### src/rtl/pwc_pkg.sv
package pwc_pkg;
  typedef logic [7:0] byte_t;
endpackage

### src/rtl/pwc_prog_timer.sv
module pwc_prog_timer #(
  parameter int CYCLES = 16,
  parameter int CW     = 5
) (
  input  logic          clk_i,
  input  logic          rst_ni,
  input  logic          fire_i,
  output logic          busy_o,
  output logic [CW-1:0] phase_o,
  output logic          done_o
);
  localparam logic [CW-1:0] LastPhase = CW'(CYCLES - 1);

  logic          busy_q;
  logic [CW-1:0] cnt_q;

  always_ff @(posedge clk_i or negedge rst_ni) begin
    if (!rst_ni) begin
      busy_q <= 1'b0;
      cnt_q  <= '0;
    end else if (!busy_q) begin
      if (fire_i) begin
        busy_q <= 1'b1;
        cnt_q  <= '0;
      end
    end else if (cnt_q == LastPhase) begin
      busy_q <= 1'b0;
    end else begin
      cnt_q <= cnt_q + 1'b1;
    end
  end

  assign busy_o  = busy_q;
  assign phase_o = cnt_q;
  assign done_o  = busy_q && (cnt_q == LastPhase);


  busy_len_chk: assert property (@(posedge clk_i) disable iff (!rst_ni)
    $fell(busy_q) |-> $past(cnt_q) == LastPhase);


  phase_zero_chk: assert property (@(posedge clk_i) disable iff (!rst_ni)
    $rose(busy_q) |-> cnt_q == '0);
endmodule

### src/rtl/pwc_page_store.sv
module pwc_page_store
  import pwc_pkg::*;
#(
  parameter int PAGE_BYTES = 16,
  parameter int AW         = 11,
  localparam int OW        = $clog2(PAGE_BYTES),
  localparam int RW        = AW - OW
) (
  input  logic                  clk_i,
  input  logic                  rst_ni,
  input  logic                  busy_i,
  input  logic                  clear_i,
  input  logic                  start_i,
  input  logic [AW-1:0]         addr_i,
  input  logic                  load_i,
  input  byte_t                 data_i,
  input  logic [OW-1:0]         rd_off_i,
  output logic [PAGE_BYTES-1:0] mask_o,
  output logic [RW-1:0]         row_o,
  output logic [OW-1:0]         ptr_o,
  output byte_t                 rd_data_o
);
  byte_t                 buf_q [PAGE_BYTES];
  logic [PAGE_BYTES-1:0] mask_q;
  logic [RW-1:0]         row_q;
  logic [OW-1:0]         ptr_q;
  logic                  take_byte;

  assign take_byte = !busy_i && !start_i && load_i;

  always_ff @(posedge clk_i or negedge rst_ni) begin
    if (!rst_ni) begin
      mask_q <= '0;
      row_q  <= '0;
      ptr_q  <= '0;
    end else if (clear_i) begin
      mask_q <= '0;
    end else if (!busy_i) begin
      if (start_i) begin
        row_q  <= addr_i[AW-1:OW];
        ptr_q  <= addr_i[OW-1:0];
        mask_q <= '0;
      end else if (load_i) begin
        mask_q[ptr_q] <= 1'b1;
        ptr_q         <= ptr_q + 1'b1;  // wraps inside the page
      end
    end
  end

  always_ff @(posedge clk_i) begin
    if (take_byte) buf_q[ptr_q] <= data_i;
  end

  assign mask_o    = mask_q;
  assign row_o     = row_q;
  assign ptr_o     = ptr_q;
  assign rd_data_o = buf_q[rd_off_i];


  mask_frozen_chk: assert property (@(posedge clk_i) disable iff (!rst_ni)
    ($past(busy_i) && busy_i) |-> ($stable(mask_q) && $stable(ptr_q) && $stable(row_q)));
endmodule

### src/rtl/page_commit_buf.sv
module page_commit_buf
  import pwc_pkg::*;
#(
  parameter int PAGE_BYTES  = 16,
  parameter int DEPTH       = 2048,
  parameter int PROG_CYCLES = 500000,
  localparam int AW         = $clog2(DEPTH),
  localparam int OW         = $clog2(PAGE_BYTES),
  localparam int RW         = AW - OW,
  localparam int CW         = $clog2(PROG_CYCLES + 1)
) (
  input  logic          clk_i,
  input  logic          rst_ni,
  input  logic          start_i,
  input  logic [AW-1:0] addr_i,
  input  logic          load_i,
  input  logic [7:0]    data_i,
  input  logic          stop_i,
  input  logic          wp_i,
  output logic          busy_o,
  output logic          arr_we_o,
  output logic [AW-1:0] arr_addr_o,
  output logic [7:0]    arr_data_o,
  output logic [AW-1:0] next_addr_o
);
  logic                  busy, done, fire, wp_q, in_page;
  logic [CW-1:0]         phase;
  logic [OW-1:0]         off, ptr;
  logic [RW-1:0]         row;
  logic [PAGE_BYTES-1:0] mask;
  byte_t                 rd_data;
  logic [AW-1:0]         next_q;

  assign fire    = stop_i && !busy && (|mask);
  assign off     = phase[OW-1:0];
  assign in_page = phase < CW'(PAGE_BYTES);

  pwc_prog_timer #(.CYCLES(PROG_CYCLES), .CW(CW)) timer_i (
    .clk_i, .rst_ni, .fire_i(fire), .busy_o(busy), .phase_o(phase), .done_o(done)
  );

  pwc_page_store #(.PAGE_BYTES(PAGE_BYTES), .AW(AW)) store_i (
    .clk_i, .rst_ni, .busy_i(busy), .clear_i(done), .start_i, .addr_i, .load_i,
    .data_i(byte_t'(data_i)), .rd_off_i(off), .mask_o(mask), .row_o(row),
    .ptr_o(ptr), .rd_data_o(rd_data)
  );

  always_ff @(posedge clk_i or negedge rst_ni) begin
    if (!rst_ni) begin
      wp_q   <= 1'b0;
      next_q <= '0;
    end else begin
      if (fire) wp_q <= wp_i;
      if (done) next_q <= {row, ptr};
    end
  end

  assign busy_o      = busy;
  assign arr_we_o    = busy && in_page && mask[off] && !wp_q;
  assign arr_addr_o  = {row, off};
  assign arr_data_o  = rd_data;
  assign next_addr_o = next_q;


  wp_block_chk: assert property (@(posedge clk_i) disable iff (!rst_ni)
    arr_we_o |-> !wp_q);


  we_in_busy_chk: assert property (@(posedge clk_i) disable iff (!rst_ni)
    arr_we_o |-> busy_o);


  empty_stop_chk: assert property (@(posedge clk_i) disable iff (!rst_ni)
    (stop_i && !busy_o && mask == '0) |=> !busy_o);
endmodule

### config.mk
export PLATFORM = sky130hd
export DESIGN_NAME = page_commit_buf
export DESIGN_NICKNAME = d
export VERILOG_FILES = /design/src/rtl/pwc_pkg.sv /design/src/rtl/pwc_prog_timer.sv /design/src/rtl/pwc_page_store.sv /design/src/rtl/page_commit_buf.sv
export SDC_FILE = /design/constraint.sdc
export NUM_CORES = 1
export LEC_CHECK = 0
export BUFFER_PORTS_ARGS = -buffer_cell sky130_fd_sc_hd__buf_2
export CAP_MARGIN = 40
export CORE_ASPECT_RATIO = 0.8
export CORE_UTILIZATION = 54
export DETAILED_ROUTE_END_ITERATION = 16
export GPL_TIMING_DRIVEN = 0
export PLACE_DENSITY_LB_ADDON = 0.08
export SKIP_LAST_GASP = 1
export SLEW_MARGIN = 5
export SYNTH_ARGS = -nofsm -noshare
export SYNTH_HDL_FRONTEND = slang
export SYNTH_SLANG_ARGS = --single-unit
### constraint.sdc
create_clock -name clk_i -period 1.9 [get_ports clk_i]
set_input_delay 0.19 -clock clk_i [delete_from_list [all_inputs] [get_ports clk_i]]
set_output_delay 0.19 -clock clk_i [all_outputs]
set_load 0.03 [all_outputs]
==> metrics.csv <==
metric,value,unit
Initial Utilization,56.4,%
top-area cell type share of the netlist area,49.5,%
Net Sw Frac,21.9,%
post-synthesis sequential area ratio,68.4,%
remaining global-route overflow,0,
Area Growth Syn to Fin,30.0,%
vias,4943,
"EDFF count, synth",128,
post-synth top area cell,edfxtp_1,
Die Ht,109,um
Final Non-Filler Cells,807,
initial antenna violation count,0,
area of the multi-input gates,2700,um2
Seq cells post-synth,187,
post-place setup slack,-726,ps
Synth Instances,481,
CTS Buffer Depth,2,
outcome,finished with violations,
slew margin rel.,53.2,%
WS Path Type,flop to output port,
sequential power share,53.3,%
Clock Sinks,187,
nets,644,
Peak VDD IR,0.886,mV
largest net degree at the start of global routing,39,
vias in the first global route,4995,
power density over the cells,813,nW/um2
Clk pwr share,44.5,%
P_int,6420,uW
routed length per instance,23.1,um
# H-tree levels,4,
# fillers,870,
failing checks,setup timing,
Peak Freq,390,MHz
cts bufs inserted,17,
post-detail-place hpwl,11600,um
Final Hold Vio Count,0,
die area,14900,um2
DRT antenna net count,0,
leading post-synthesis cells by cell area,"edfxtp_1 49%, dfrtp_1 19%, mux4_2 10%",
dpl cells,726,
GP Congestion,0.900,
post-synth cell types,48,
drt via density,6.13,
clock root buffer,clkbuf_16,
clk_lat worst skew,430,ps
Syn. warnings,0,
total of max-cap violations,0,
TritonCTS clock tree,yes,
unrepaired setup endpoints after global routing,true,
Sw Pwr,1800,uW
core area,13800,um2
Netlist Area Pre-Place,7770,um2
first-pass GRT wire length,28500,um
Antenna Cells,0,
clk slew on worst S/H paths,70,ps
Post-Syn Nets,511,
DRC viols,0,
drt total wl,18600,um
Final Slew Violations,0,
Die X,136,um
all-layer global routing usage,27.1,%
Core Rows,38,
Port Buffers,56,
I/O pins,57,
drt initial violations,598,
"Data required, critical path",1710,ps
post-synthesis average cell area,16.2,um2
worst-margin pin slew,702,ps
final setup vio count,54,
worst hold path class,primary input to flop,
crit path launch type,flop,
layout cell share with drive strength beyond 1,44.0,%
clock skew,10.2,ps
"Async S/R FF share, synth",31.6,%
min cycle time layout,2560,ps
Main synth FF type,edfxtp_1,
static leakage,0.00379,uW
worst-path fanout max,5,
fin crit share,135,%
drt first pass iters,5,
register area,5320,um2
CP arrival,2370,ps
CP Capture Type,output port,
fin worst setup slack,-661,ps
combinational share of power,2.2,%
## state kept, by name, summed over array words and instances, names as in the netlist
signal and flops:
timer_i.busy_o 1, store_i.row_o 7, store_i.buf_q 128, timer_i.phase_o 19
wp_q 1, store_i.ptr_o 4, next_addr_o 11, store_i.mask_o 16
## layout make-up
type                       count  area share, %
inverter                       5          0.186
clock inverter                15           1.83
tap                          180           2.23
multi-input combinational    259           26.7
sequential                   187           52.6
clock buffer                  17           4.21
timing repair buffer         116           9.72
buffer                        28           2.51
## final timing paths
| path | slack (ps) | endpoint | startpoint | depth (start not counted) |
|---|---|---|---|---|
| max | -660 | arr_we_o | timer_i.phase_o[0] | 8 |
| min reg2reg | 480 | next_addr_o[0] | next_addr_o[0] | 2 |
| min | 10 | store_i.row_o[5] | addr_i[9] | 2 |
| min in group asynchronous | 270 | timer_i.phase_o[9] | rst_ni | 2 |
| max reg2reg | -530 | next_addr_o[2] | timer_i.phase_o[0] | 12 |
| max in group asynchronous | 1050 | store_i.mask_o[10] | rst_ni | 3 |
## cells in the mapped netlist, drive strengths merged (9+ instances only)
cell / instances
nand2: 24
nor2: 16
a21oi: 15
a211oi: 9
buf: 14
o21a: 17
mux4: 36
mux2i: 13
nor3: 10
mux2: 17
nand3: 9
nor2b: 12
o21ai: 18
dfrtp: 59
edfxtp: 128
clkbuf: 16
## critical path, stage by stage (launching register included)
cell	delay, ps
dfrtp_1	410
buf_6	170
buf_6	110
mux4_2	490
nor2b_4	140
a211oi_2	220
a21oi_2	60
and3_4	210
buf_6	130
## logic make-up after synthesis
family,after synthesis,synth area share [%]
AO/OA/AOI/OAI,83,7.00
XOR/XNOR,1,0.113
adder cells (fa/ha/maj),5,0.805
buffers and inverters,35,2.00
flip-flops,187,68.4
multiplexers,66,14.6
AND/OR/NAND/NOR,104,7.07
## metrics by stage
step                utilization (%)  hold WS, ps  power [uW]  area [um2]  setup TNS (ps)
finish                         73.3         10.5        8220       10100          -24060
global route                   73.3         7.25        8390       10100          -27850
CTS                            71.9         14.5        8220        9920          -19490
detailed placement             61.2          204        4630        8440          -70340
global placement               60.6          421        4610        8360          -91150
floorplan                         -         -106        4510        7850          -14530
## layer usage
layer	GRT usage [%]	part of all wire, %	vias up
met5	0	0	-
met4	7.70	1.4	0
met3	6.69	6.3	26
met2	41.7	48	195
met1	38.7	44	2565
li1	-	-	2157
## cells in the final DEF, fill, tap and decap left out, types with 8 or more instances in the layout
cell type,instances
clkbuf_16,18
mux2i_1,10
buf_2,49
dfrtp_1,59
buf_6,25
nand3_1,8
o21ai_0,15
mux4_2,36
nor2b_1,8
dlygate4sd3_1,9
o21a_1,17
buf_4,33
edfxtp_1,128
nand2_1,18
buf_12,11
mux2_2,15
a211oi_2,9
a21oi_2,10
## power groups by stage
stage / sequential [uW] / combinational [uW] / clock [uW]
after floorplan: 4480 / 31.6 / 0
after global placement: 4460 / 150 / 0
after detailed placement: 4460 / 163 / 0
after CTS: 4380 / 180 / 3660
after global routing: 4380 / 198 / 3810
final: 4380 / 180 / 3660
## timing repair
action,CTS,global route
endpoints found under the setup margin,183,171
gates resized for setup,120,37
pin swaps,21,16
gates cloned,3,1
buffers inserted,29,10
hold buffers,9,0
hold endpoints to repair,29,0
Power figures use the tool's default switching activity.
